`config.mk`:
```
export PLATFORM = sky130hd
export DESIGN_NAME = mwd_decoder
export DESIGN_NICKNAME = d
export VERILOG_FILES = /design/src/rtl/mwd_pkg.sv /design/src/rtl/mwd_win_regs.sv /design/src/rtl/mwd_win_cmp.sv /design/src/rtl/mwd_decoder.sv
export SDC_FILE = /design/constraint.sdc
export NUM_CORES = 1
export LEC_CHECK = 0
export BUFFER_PORTS_ARGS = -buffer_cell sky130_fd_sc_hd__buf_4
export CAP_MARGIN = 40
export CORE_ASPECT_RATIO = 1.25
export CORE_MARGIN = 3
export CORE_UTILIZATION = 60
export CTS_BUF_LIST = sky130_fd_sc_hd__clkbuf_8 sky130_fd_sc_hd__clkbuf_16
export CTS_CLUSTER_SIZE = 25
export DETAILED_ROUTE_END_ITERATION = 16
export PLACE_DENSITY = 0.85
export SLEW_MARGIN = 40
export SYNTH_ARGS = -nofsm -noshare
export SYNTH_HDL_FRONTEND = slang
export SYNTH_SLANG_ARGS = --single-unit
```
`constraint.sdc`:
```
create_clock -name clk -period 4.1 [get_ports clk]
set_input_delay 0.82 -clock clk [delete_from_list [all_inputs] [get_ports clk]]
set_output_delay 0.82 -clock clk [all_outputs]
set_load 0.03 [all_outputs]
```
`src/rtl/mwd_pkg.sv`:
```
package mwd_pkg;
  localparam int unsigned CFG_DW = 32;
  localparam int unsigned CFG_LANES = CFG_DW / 8;

  // Expand per-byte enables into a per-bit mask.
  function automatic logic [CFG_DW-1:0] lane_mask(input logic [CFG_LANES-1:0] be);
    logic [CFG_DW-1:0] m;
    for (int b = 0; b < CFG_LANES; b++) m[8*b +: 8] = {8{be[b]}};
    return m;
  endfunction
endpackage

```
`src/rtl/mwd_win_regs.sv`:
```
module mwd_win_regs
  import mwd_pkg::*;
#(
  parameter int unsigned ADDR_W    = 32,
  parameter int unsigned GRAN_BITS = 12,
  parameter int unsigned CFG_AW    = 8,
  parameter logic [CFG_AW-1:0] LO_OFS = 8'h1C,
  parameter logic [CFG_AW-1:0] HI_OFS = 8'h20,
  localparam int unsigned PG_W = ADDR_W - GRAN_BITS
) (
  input  logic                 clk,
  input  logic                 rst_n,
  input  logic                 cfg_wr,
  input  logic [CFG_AW-1:0]    cfg_addr,
  input  logic [CFG_LANES-1:0] cfg_be,
  input  logic [CFG_DW-1:0]    cfg_wdata,
  output logic [CFG_DW-1:0]    rd_data,
  output logic [PG_W-1:0]      lo_pg,
  output logic [PG_W-1:0]      hi_pg
);
  localparam logic [CFG_DW-1:0] FINE_MASK = (CFG_DW'(1) << GRAN_BITS) - CFG_DW'(1);

  // Only page bits are writable; fine bits never take data.
  function automatic logic [PG_W-1:0] merge(input logic [PG_W-1:0] old_pg,
                                            input logic [CFG_DW-1:0] wd,
                                            input logic [CFG_LANES-1:0] be);
    logic [CFG_DW-1:0] m, cur, nxt;
    m   = lane_mask(be) & ~FINE_MASK;
    cur = {old_pg, {GRAN_BITS{1'b0}}};
    nxt = (cur & ~m) | (wd & m);
    return nxt[CFG_DW-1:GRAN_BITS];
  endfunction

  logic wr_lo, wr_hi;
  assign wr_lo = cfg_wr && (cfg_addr == LO_OFS);
  assign wr_hi = cfg_wr && (cfg_addr == HI_OFS);

  always_ff @(posedge clk) begin
    if (!rst_n) begin
      lo_pg <= '0;
      hi_pg <= '0;
    end else begin
      if (wr_lo) lo_pg <= merge(lo_pg, cfg_wdata, cfg_be);
      if (wr_hi) hi_pg <= merge(hi_pg, cfg_wdata, cfg_be);
    end
  end

  always_comb begin
    rd_data = '0;
    if (cfg_addr == LO_OFS)      rd_data = {lo_pg, {GRAN_BITS{1'b0}}};
    else if (cfg_addr == HI_OFS) rd_data = {hi_pg, {GRAN_BITS{1'b0}}};
  end
endmodule

```
`src/rtl/mwd_win_cmp.sv`:
```
module mwd_win_cmp #(
  parameter int unsigned PG_W = 20
) (
  input  logic [PG_W-1:0] addr_pg,
  input  logic [PG_W-1:0] lo_pg,
  input  logic [PG_W-1:0] hi_pg,
  output logic            win_off,
  output logic            in_win
);
  // Inclusive unsigned page range test; equal bounds is one page.
  function automatic logic page_in(input logic [PG_W-1:0] a,
                                   input logic [PG_W-1:0] lo,
                                   input logic [PG_W-1:0] hi);
    return (a >= lo) && (a <= hi);
  endfunction

  assign win_off = hi_pg < lo_pg;
  assign in_win  = !win_off && page_in(addr_pg, lo_pg, hi_pg);
endmodule

```
`src/rtl/mwd_decoder.sv`:
```
module mwd_decoder
  import mwd_pkg::*;
#(
  parameter int unsigned ADDR_W    = 32,
  parameter int unsigned GRAN_BITS = 12,
  parameter int unsigned NUM_WIN   = 2,
  parameter int unsigned CFG_AW    = 8,
  parameter int unsigned FIRST_OFS = 'h1C,
  parameter int unsigned WIN_STEP  = 8,
  localparam int unsigned PG_W = ADDR_W - GRAN_BITS
) (
  input  logic                 clk,
  input  logic                 rst_n,
  input  logic                 cfg_wr,
  input  logic [CFG_AW-1:0]    cfg_addr,
  input  logic [CFG_LANES-1:0] cfg_be,
  input  logic [CFG_DW-1:0]    cfg_wdata,
  output logic [CFG_DW-1:0]    cfg_rdata,
  input  logic                 mem_en,
  input  logic                 addr_valid,
  input  logic [ADDR_W-1:0]    addr,
  output logic [NUM_WIN-1:0]   hit
);
  logic [PG_W-1:0]   lo_pg   [NUM_WIN];
  logic [PG_W-1:0]   hi_pg   [NUM_WIN];
  logic [CFG_DW-1:0] rd_part [NUM_WIN];
  logic [NUM_WIN-1:0] in_win, win_off, win_sel;
  logic [PG_W-1:0]   addr_pg;
  logic              probe_live;

  assign addr_pg    = addr[ADDR_W-1:GRAN_BITS];
  assign probe_live = addr_valid && mem_en;

  for (genvar i = 0; i < NUM_WIN; i++) begin : g_win
    mwd_win_regs #(
      .ADDR_W(ADDR_W), .GRAN_BITS(GRAN_BITS), .CFG_AW(CFG_AW),
      .LO_OFS(CFG_AW'(FIRST_OFS + i*WIN_STEP)),
      .HI_OFS(CFG_AW'(FIRST_OFS + i*WIN_STEP + 4))
    ) u_regs (
      .clk(clk), .rst_n(rst_n), .cfg_wr(cfg_wr), .cfg_addr(cfg_addr),
      .cfg_be(cfg_be), .cfg_wdata(cfg_wdata), .rd_data(rd_part[i]),
      .lo_pg(lo_pg[i]), .hi_pg(hi_pg[i])
    );
    mwd_win_cmp #(.PG_W(PG_W)) u_cmp (
      .addr_pg(addr_pg), .lo_pg(lo_pg[i]), .hi_pg(hi_pg[i]),
      .win_off(win_off[i]), .in_win(in_win[i])
    );
  end

  always_comb begin
    cfg_rdata = '0;
    for (int i = 0; i < NUM_WIN; i++) cfg_rdata |= rd_part[i];
  end

  // Lowest-numbered claiming window wins.
  always_comb begin
    logic taken;
    taken   = 1'b0;
    win_sel = '0;
    for (int i = 0; i < NUM_WIN; i++) begin
      if (in_win[i] && !taken) begin
        win_sel[i] = 1'b1;
        taken      = 1'b1;
      end
    end
  end

  always_ff @(posedge clk) begin
    if (!rst_n)          hit <= '0;
    else if (probe_live) hit <= win_sel;
    else                 hit <= '0;
  end

  // a hit only follows an enabled, valid address
  a_r9_hit_needs_strobe: assert property (@(posedge clk) disable iff (!rst_n)
    (hit != '0) |-> $past(addr_valid && mem_en));

  // never more than one window reported
  a_r8_single_hit: assert property (@(posedge clk) disable iff (!rst_n)
    $onehot0(hit));

  // window 0 hit lies inside its live range
  a_r4_hit0_in_range: assert property (@(posedge clk) disable iff (!rst_n)
    hit[0] |-> ($past(addr_pg) >= $past(lo_pg[0]) && $past(addr_pg) <= $past(hi_pg[0])));

  // window 1 reported only where window 0 did not claim
  a_r8_w1_yields: assert property (@(posedge clk) disable iff (!rst_n)
    hit[1] |-> !($past(addr_pg) >= $past(lo_pg[0]) && $past(addr_pg) <= $past(hi_pg[0])));

  // a reversed window is never reported
  a_r6_off_quiet: assert property (@(posedge clk) disable iff (!rst_n)
    $past(win_off[1]) |-> !hit[1]);
endmodule

```
**Yosys cells after proc, flatten, opt, wreduce, memory -nomap -nowiden**

Cells that the tools add are included.
Widths: inputs -> output; s select.

- Register bits: 82
- Bits of input ports: 81
- Output and inout bits: 34
- Logic and storage cells: 46

- Order comparisons: 6
- Eq/ne operators: 4
- Mux-type cells: 6
- Bitwise logic cells: 11
- Reductions and logical operators: 14

Operators with widths:

| cell | number |
|---|---|
| $and 32x32->32 | 5 |
| $or 32x32->32 | 5 |
| $mux 32 | 4 |
| $ge 20x20->1 | 2 |
| $le 20x20->1 | 2 |
| $lt 20x20->1 | 2 |
| $not 32->32 | 1 |
| $eq 8x6->1 const B | 3 |
| $logic_and 1x1->1 | 10 |
| $eq 8x5->1 const B | 1 |
| $logic_not 1->1 | 3 |
| $mux 1 | 2 |
| $reduce_and 2->1 | 1 |

**Depth between registers and ports, before layout**

Gate-level depths: netlist of the first run.

- Depth in word-level cells: 7
- Mapped depth: 9
- Gate-level depth less buffers: 9

**Cells and area by module**

A second synthesis of the first run with hierarchy kept.

- Cell total of the unflattened synthesis: 846
- Area, all modules: 7005.5 um^2

By module, submodules not included:

| module | times used | cells each | area each (um^2) | sequential area each (um^2) |
|---|---|---|---|---|
| mwd_win_regs (g_win[1].u_regs) | 1 | 223 | 1980.6 | 800.8 |
| mwd_win_regs (g_win[0].u_regs) | 1 | 223 | 1971.9 | 800.8 |
| mwd_win_cmp (g_win[1].u_cmp) | 1 | 181 | 1396.3 | 0.0 |
| mwd_win_cmp (g_win[0].u_cmp) | 1 | 181 | 1386.3 | 0.0 |
| mwd_decoder | 1 | 38 | 270.3 | 40.0 |

**Worst setup path after synthesis of the first run**

No wires, ideal clock.

- Kind: input-to-output
- From: input cfg_addr[1]
- To: output cfg_rdata[12]
- Data arrival time: 2.218 ns
- Data required time: 3.280 ns
- Path slack: 1.062 ns
- Stages: 6
- Path buffers: 1
- Cells stage by stage: nor4_2 > nand3b_2 > nor3b_2 > clkbuf_1 > a222oi_1 > nand2_1

- Word-level cells in the longest chain between the ends: 4
- Elaborated cells between the ends (all ways): 9
- Classes of those cells: eq/ne: 4; mux: 4; bitwise: 1

RTL lines:

| item | RTL line | text |
|---|---|---|
| start: declaration | mwd_decoder.sv:15 | `input logic [CFG_AW-1:0] cfg_addr,` |
| $eq 8x6->1 | mwd_win_regs.sv:51 | `else if (cfg_addr == HI_OFS) rd_data = {hi_pg, {GRAN_BITS{1'b0}}};` |
| $mux 32 | mwd_win_regs.sv:51 |  |
| $mux 32 | mwd_win_regs.sv:50 | `if (cfg_addr == LO_OFS) rd_data = {lo_pg, {GRAN_BITS{1'b0}}};` |
| $or 32x32->32 * | mwd_decoder.sv:52 | `for (int i = 0; i < NUM_WIN; i++) cfg_rdata \|= rd_part[i];` |
| end: declaration | mwd_decoder.sv:18 | `output logic [CFG_DW-1:0] cfg_rdata,` |

Mark *: on every way between the ends. The rest lies on a longest branch, timed or not.

**Worst setup path after layout of the first run**

- From: input cfg_addr[1]
- To: output cfg_rdata[27]

The elaborated chain is that of the path after synthesis.

==> flow_summary.ini, run 1 <==
[global_route]
grt_pass1_vias = 5972
grtUsageTotal_pct = 29.4
antenna_found_initial = 0
grt_max_degree = 83
grt_overflow = 0
grt_pass1_wl_mm = 28.2

[cts]
cts_buffer_depth = 2
cts_setup_buffers = 0
clkTransAtPathRegs_ns = 0.06
cts.sinks = 82
cts_hold_buf = 0
cts_buffers = 9
cts_max_level = 3
cts_root_buf = clkbuf_16
post_cts_resized = 0
worstSkewPairLatency_ns = 0.34
cts_tree = done

[floorplanning]
boundaryPins = 115
dieArea_um2 = 12000
die_w_um = 98.5
core.rowCount = 41
core_area_um2 = 10300
die_h_um = 122
initial_utilization_pct = 62.5

[sta]
timing.hold.ws_ns = 0.498
hold_viol = 0
grt_setup_unrepaired = false
tightest_slew_ns = 0.722
slew_headroom_pct = 50.6
setup_tns_ns = 0
timing.fmax_mhz = 310
final.min_clock_period_ns = 3.22
skew_ns = 0.00407
post-route-period-util_pct = 78.6
finalSetupViolCount = 0
finalMaxSlewViolations = 0

[cells_and_area]
diodes = 0
final_nets = 1034
final_layout_size_suffix_gt1_share_pct = 12.3
fill_cells = 833
area_delta_synth_final_pct = 14.2

[placement]
port_buffers = 77
hpwl_mm = 13.5
gp_congestion = 0.914

[route]
dr.first_iter.drc_count = 393
drt_wl_total_mm = 17.6
via_per_inst = 6.06
avgRoutedWirePerCell_um = 18.2
drt_pass1_iterations = 8
drtAntennaViolNets = 0
vias = 5876
drc = 0

[logic_synthesis]
synthFlopType = dfxtp_1
yosysSeqAreaShare_pct = 25.6
avgSynthCellArea_um2 = 8.30
postSynthCellCount = 773
yosys_warnings = 0
netlist.area_leader.share_pct = 25.6
synth_edf_count = 0
synth.area.top_cells = dfxtp_1 (26%), ha_1 (23%), mux2i_1 (7.5%)
synth.distinct_cells = 42
synth_area_um2 = 6410
synth_top_cell_by_area = dfxtp_1
ys_ff_latch = 82
async_flop_share_pct = 0

[setup_path]
crit_type = in -> out
arrival_ns = 2.40
critPathCaptureType = output port
crit_path_start = cfg_addr[1]
crit_fanout = 25
start_kind = primary input
critical_path_required_ns = 3.28

[pwr]
vdd_drop_max_v = 0.000165
powerDensity_nw_per_um2 = 259
total_power_mw = 1.90
leakagePower_nw = 2.98

[hold_path]
hold_path.class = reg -> reg

[status]
status = finished, final reports clean

[job]
cap_violations = 0
## cell type report
class,instances,area (um2),area share [%]
Timing Repair Buffer,81,608,8.30
Sequential cell,82,1640,22.4
Clock buffer,10,239,3.26
Multi-Input combinational cell,581,4290,58.6
Tap cell,129,161,2.20
Clock inverter,6,81.3,1.11
Inverter,80,300,4.10
## cell usage after synthesis, types with 3 or more instances
master,n
a21oi_1,43
a2111oi_0,3
o21ai_0,14
buf_4,14
dfxtp_1,82
nor2b_1,55
a21o_1,11
inv_1,80
a221oi_1,3
buf_2,10
a211oi_1,7
nor3_1,4
a222oi_1,20
nand2_1,125
a21boi_1,32
nor2_1,12
nand4_1,20
nand3_1,16
clkbuf_1,16
o211ai_1,4
and3_1,13
ha_1,118
mux2i_1,48
## worst max-delay path, cell delays in order
cell	delay, ns
buf_4	0.11
nor4_2	0.33
nand3b_2	0.17
nor3b_2	0.17
buf_4	0.35
a222oi_1	0.18
nand2_1	0.10
buf_4	0.16
## metal layers
| layer | global-route usage [%] | routed length [um] | up-vias | part of all wire, % |
|---|---|---|---|---|
| met5 | 0 | 0 | - | 0 |
| met4 | 17.9 | 841 | 0 | 4.8 |
| met3 | 3.32 | 1160 | 75 | 6.6 |
| met2 | 50.9 | 8700 | 274 | 49 |
| met1 | 34.6 | 6930 | 2713 | 39 |
| li1 | - | - | 2814 | - |
## cells by family after synthesis
group / count (synthesis) / synth area share [%]
AOI/OAI and AO/OA: 141 / 15.3
adders and majority gates: 118 / 23.0
DFF: 82 / 25.6
and+or+nand+nor: 262 / 20.4
buffers and inverters: 121 / 8.10
muxes: 48 / 7.49
other: 1 / 0.0585
## metrics by stage
stage               util, %  cells  instance area [um2]  setup WS, ns
CTS                    71.4    969                 7320         0.897
detailed placement     68.3    953                 7000         0.905
finish                 71.4    969                 7320         0.877
global placement       68.3    953                 7000         0.960
global route           71.4    969                 7320         0.805
floorplan                 -    784                 6450          1.06
## final timing paths
kind / end / slack (ns) / cells after the start
setup / recovery: cfg_rdata[27] / 0.88 / 8
setup reg to reg: hit[1] / 1.54 / 8
hold / removal: flop / 0.50 / 2
hold reg to reg: flop / 0.50 / 2
## power by group
| group | switching, mW | internal, mW | total (mW) |
|---|---|---|---|
| logic | 0.117 | 0.0965 | 0.213 |
| registers | 0.000802 | 0.797 | 0.798 |
| clock network | 0.341 | 0.546 | 0.887 |
| total | 0.459 | 1.44 | 1.90 |
## cells in the final DEF (no fill, tap or decap), drive strengths merged, types with 13 or more instances in the layout
master  Yosys  layout
nand2     125     125
ha        118     118
dfxtp      82      82
inv        80      81
buf        25      81
nor2b      55      55
mux2i      48      48
a21oi      43      43
a21boi     32      32
a222oi     20      20
nand4      20      20
nand3      16      16
o21ai      14      14
and3       13      13
No activity file was read; power rests on OpenSTA's default activity.
==> run 2: changes to the inputs <==
--- a/config.mk
+++ b/config.mk
@@ -9,11 +9,11 @@
 export CAP_MARGIN = 40
 export CORE_ASPECT_RATIO = 1.25
 export CORE_MARGIN = 3
-export CORE_UTILIZATION = 60
+export CORE_UTILIZATION = 52
 export CTS_BUF_LIST = sky130_fd_sc_hd__clkbuf_8 sky130_fd_sc_hd__clkbuf_16
 export CTS_CLUSTER_SIZE = 25
 export DETAILED_ROUTE_END_ITERATION = 16
-export PLACE_DENSITY = 0.85
+export PLACE_DENSITY = 0.78
 export SLEW_MARGIN = 40
 export SYNTH_ARGS = -nofsm -noshare
 export SYNTH_HDL_FRONTEND = slang
==> constraint.sdc (replaced) <==
create_clock -name clk -period 2.6 [get_ports clk]
set_input_delay 0.52 -clock clk [delete_from_list [all_inputs] [get_ports clk]]
set_output_delay 0.52 -clock clk [all_outputs]
set_load 0.03 [all_outputs]
==> flow_summary.ini, run 2 (synthesis gave the netlist of run 1 again) <==
[sta]
finalMaxSlewViolations = 0
slew_headroom_pct = 63.1
post-route-period-util_pct = 96.3
final.min_clock_period_ns = 2.50
fin_ws_ns = 0.0964
finalSetupViolCount = 0
timing.fmax_mhz = 399
hold_viol = 0
grt_setup_unrepaired = false
tightest_slew_ns = 0.540
skew_ns = 0.0105

[setup_path]
path_buf_inv = 4
cp_cell_sequence = buf_4 -> nor4_4 -> nand3b_4 -> buf_4 -> nor3_4 -> buf_12 -> a222oi_1 -> nand2_1 -> buf_4
critPathCaptureType = output port
crit_fanout = 25
crit_top_cell = buf_4
regToRegEndpoint = hit[0]
cpMaxStageDelayCell = nor4_4
crit_path_start = cfg_addr[1]
arrival_ns = 1.98
cpLargestDelayFamily = simple AND/OR/NAND/NOR gates
critical_path_required_ns = 2.08
rrSetupSlack_ns = 0.17
r2r_cells = 10
start_kind = primary input
crit_cells = 9
critPathMaxStageDelay_ns = 0.33
crit_type = in -> out

[hold_path]
hold_path.class = in -> reg
hold_path_end = hit[0]
hp-start = mem_en
hold_depth = 2

[floorplanning]
dieArea_um2 = 13700
core_area_um2 = 11800
boundaryPins = 115
initial_utilization_pct = 54.2
die_w_um = 105
die_h_um = 130
core.rowCount = 44

[status]
status = finished, final reports clean

[cells_and_area]
area_delta_synth_final_pct = 18.6
final_nets = 1052
design_area_um2 = 7600
final_common_cell = nand2_1
final_cell_mix = nand2_1 (125), ha_1 (118), buf_4 (93)
diodes = 0
final_layout_size_suffix_gt1_share_pct = 14.3
final_util_pct = 64.2

[route]
drc = 0
dr.first_iter.drc_count = 305
drt_pass1_iterations = 8
via_per_inst = 5.65
avgRoutedWirePerCell_um = 16.6
drt_wl_total_mm = 16.9
vias = 5753
drtAntennaViolNets = 0

[global_route]
antenna_found_initial = 0
grt_pass1_vias = 5756
grtUsageTotal_pct = 25.2
grt_overflow = 0
grt_max_degree = 56
grt_pass1_wl_mm = 27.6

[cts]
cts_root_buf = clkbuf_16
cts_setup_buffers = 0
post_cts_resized = 0
clkTransAtPathRegs_ns = 0.07
worstSkewPairLatency_ns = 0.35
cts_hold_buf = 0
cts_tree = done
cts_buffer_depth = 2
cts_max_level = 3
cts_buffers = 9
cts.sinks = 82

[pwr]
powerDensity_nw_per_um2 = 388
leakagePower_nw = 3.10
vdd_drop_max_v = 0.000343

[placement]
port_buffers = 77
gp_congestion = 0.875
pre_cts_slack_ns = -0.169
hpwl_mm = 13.1
place_area_um2 = 7270

[job]
cap_violations = 0
==> run 2: cell count changes in the layout (fill, tap and decap cells not counted), sizes merged <==
cell	change
buf	+18
bufinv	-1
clkbuf	+1
clkinv	-2
clkinvlp	+2
==> run 2: worst register-to-register path, stage by stage, from the launching register on <==
cell and delay, ns:
dfxtp_1 0.35, inv_1 0.07, ha_1 0.32, nand4_1 0.14
a211oi_1 0.26, buf_4 0.16, a2111oi_2 0.05, buf_4 0.14
o221a_2 0.27, a221oi_1 0.38, and4_1 0.24
==> run 2: cell type report <==
cell class | instances | area (um2)
clock inverters | 5 | 61.3
flip-flops and latches | 82 | 1640
fillers | 1051 | 4230
inverters | 80 | 300
well taps | 161 | 201
clock buffers | 11 | 253
repair buffers | 99 | 818
multi-input cells | 581 | 4330
==> run 2: layer usage <==
layer	track usage, %	share of wire [%]
met3	4.75	5.8
met2	45.0	50
met4	11.0	3.7
met1	29.5	41
met5	0	0
==> run 2: worst max-delay path by stage <==
stage,endpoint
floorplan,cfg_rdata[12]
global placement,hit[1]
detailed placement,hit[1]
CTS,cfg_rdata[20]
global route,hit[0]
finish,cfg_rdata[20]
==> run 2: stage by stage <==
| step | hold slack [ns] | power (mW) | cells | setup TNS (ns) |
|---|---|---|---|---|
| global placement | 0.482 | 1.62 | 1003 | -0.211 |
| global route | 0.431 | 3.07 | 1019 | 0 |
| floorplan | 0.465 | 1.48 | 784 | 0 |
| CTS | 0.431 | 2.96 | 1019 | 0 |
| finish | 0.435 | 2.95 | 1019 | 0 |
| detailed placement | 0.491 | 1.63 | 1003 | -0.296 |
==> run 2: power by group <==
group / switching (mW) / internal [mW]
Combinational: 0.188 / 0.163
Sequential: 0.000998 / 1.26
Clock: 0.542 / 0.800
==> run 3: changes to the inputs <==
--- a/config.mk
+++ b/config.mk
@@ -7,13 +7,15 @@
 export LEC_CHECK = 0
 export BUFFER_PORTS_ARGS = -buffer_cell sky130_fd_sc_hd__buf_4
 export CAP_MARGIN = 40
+export CELL_PAD_IN_SITES_DETAIL_PLACEMENT = 1
+export CELL_PAD_IN_SITES_GLOBAL_PLACEMENT = 1
 export CORE_ASPECT_RATIO = 1.25
 export CORE_MARGIN = 3
-export CORE_UTILIZATION = 52
+export CORE_UTILIZATION = 38
 export CTS_BUF_LIST = sky130_fd_sc_hd__clkbuf_8 sky130_fd_sc_hd__clkbuf_16
 export CTS_CLUSTER_SIZE = 25
 export DETAILED_ROUTE_END_ITERATION = 16
-export PLACE_DENSITY = 0.78
+export PLACE_DENSITY_LB_ADDON = 0.1
 export SLEW_MARGIN = 40
 export SYNTH_ARGS = -nofsm -noshare
 export SYNTH_HDL_FRONTEND = slang
==> flow_summary.ini, run 3 (synthesis gave the netlist of run 1 again) <==
[floorplanning]
core.rowCount = 52
initial_utilization_pct = 39.1
boundaryPins = 115
core_area_um2 = 16400
die_w_um = 122
dieArea_um2 = 18500
die_h_um = 151

[cells_and_area]
final_layout_size_suffix_gt1_share_pct = 14.6
final_common_cell = nand2_1
area_delta_synth_final_pct = 19.9
final_nets = 1056
final_cell_mix = nand2_1 (125), ha_1 (118), buf_4 (97)
diodes = 0
final_util_pct = 46.9
stdcell_count = 1078

[route]
avgRoutedWirePerCell_um = 20.0
drc = 0
vias = 5899
via_per_inst = 5.47
drt_pass1_iterations = 8
drt_wl_total_mm = 21.5
dr.first_iter.drc_count = 320
drtAntennaViolNets = 0

[setup_path]
cpMaxStageDelayCell = nor4_4
critPathCaptureType = output port
cp_cell_sequence = buf_4 -> nor4_4 -> nand3b_4 -> nor3b_4 -> buf_6 -> a222oi_1 -> nand2_1 -> buf_4
start_kind = primary input
crit_path_start = cfg_addr[1]
crit_fanout = 12
crit_type = in -> out
crit_top_cell = buf_4
arrival_ns = 1.99
cpLargestDelayFamily = simple AND/OR/NAND/NOR gates
critical_path_required_ns = 2.08
path_buf_inv = 3
critPathMaxStageDelay_ns = 0.33

[cts]
worstSkewPairLatency_ns = 0.34
cts_buffers = 9
cts_root_buf = clkbuf_16
cts_max_level = 3
cts_buffer_depth = 2
cts_tree = done
cts_setup_buffers = 0
clkTransAtPathRegs_ns = 0.07
cts.sinks = 82

[hold_path]
hp-start = cfg_wdata[19]
hold_path.class = in -> reg

[sta]
hold_viol = 0
timing.hold.ws_ns = 0.441
fin_ws_ns = 0.0867
post-route-period-util_pct = 96.7
timing.fmax_mhz = 398
finalSetupViolCount = 0
skew_ns = 0.00678
grt_setup_unrepaired = true
finalMaxSlewViolations = 0
final.min_clock_period_ns = 2.51
setup_tns_ns = 0

[placement]
gp_congestion = 0.915
port_buffers = 77
dp.cells = 1062
pre_cts_slack_ns = -0.0501
hpwl_mm = 16.9

[global_route]
grt_max_degree = 45
grtUsageTotal_pct = 23.9
antenna_found_initial = 0
grt_pass1_vias = 6399
grt_overflow = 0
grt_pass1_wl_mm = 34.0

[status]
status = finished, final reports clean

[pwr]
leakagePower_nw = 3.13
vdd_drop_max_v = 0.000403
powerDensity_nw_per_um2 = 388

[job]
cap_violations = 0
==> run 3: layer usage <==
| metal | wire (um) | vias to the layer above | GRT usage, % |
|---|---|---|---|
| met3 | 819 | 29 | 3.40 |
| li1 | - | 2867 | - |
| met2 | 11500 | 132 | 45.5 |
| met5 | 0 | - | 0 |
| met4 | 453 | 0 | 7.84 |
| met1 | 8720 | 2871 | 27.0 |
==> run 3: final cells by class <==
cell class / instances / area, um2
tap: 216 / 270
timing repair buffer: 103 / 831
inverter: 80 / 300
clock inverter: 5 / 61.3
multi-input combinational: 581 / 4330
sequential: 82 / 1640
fill: 2012 / 8710
clock buffer: 11 / 253
==> run 3: worst register-to-register path, stage by stage, from the launching register on <==
cell and delay, ns:
dfxtp_1 0.36, inv_1 0.08, ha_1 0.31, nand4_1 0.14
a211oi_1 0.34, a2111oi_0 0.13, buf_4 0.16, o221a_2 0.27
a221oi_1 0.29, and4_1 0.23
==> run 3: path summary, 6_finish.rpt <==
kind	endpoint	slack, ns	cells after the start
max	cfg_rdata[27]	0.09	8
min	flop	0.44	3
max reg2reg	hit[0]	0.22	9
min reg2reg	flop	0.50	2
==> run 3: power breakdown <==
group / switching (mW) / internal [mW]
combinational: 0.198 / 0.163
sequential: 0.00138 / 1.26
clock: 0.560 / 0.803
total: 0.759 / 2.22
==> run 3: timing repair <==
| action | 4_1_cts | 5_1_grt |
|---|---|---|
| endpoints found under the setup margin | 1 | 7 |
| hold buffers | 0 | 0 |
| gates resized for setup | 2 | 4 |
==> run 3: metrics by stage <==
stage / area (um2) / total power, mW
floorplan: 6450 / 1.48
global placement: 7350 / 1.63
detailed placement: 7350 / 1.64
CTS: 7680 / 3.00
global route: 7690 / 3.10
finish: 7690 / 2.98
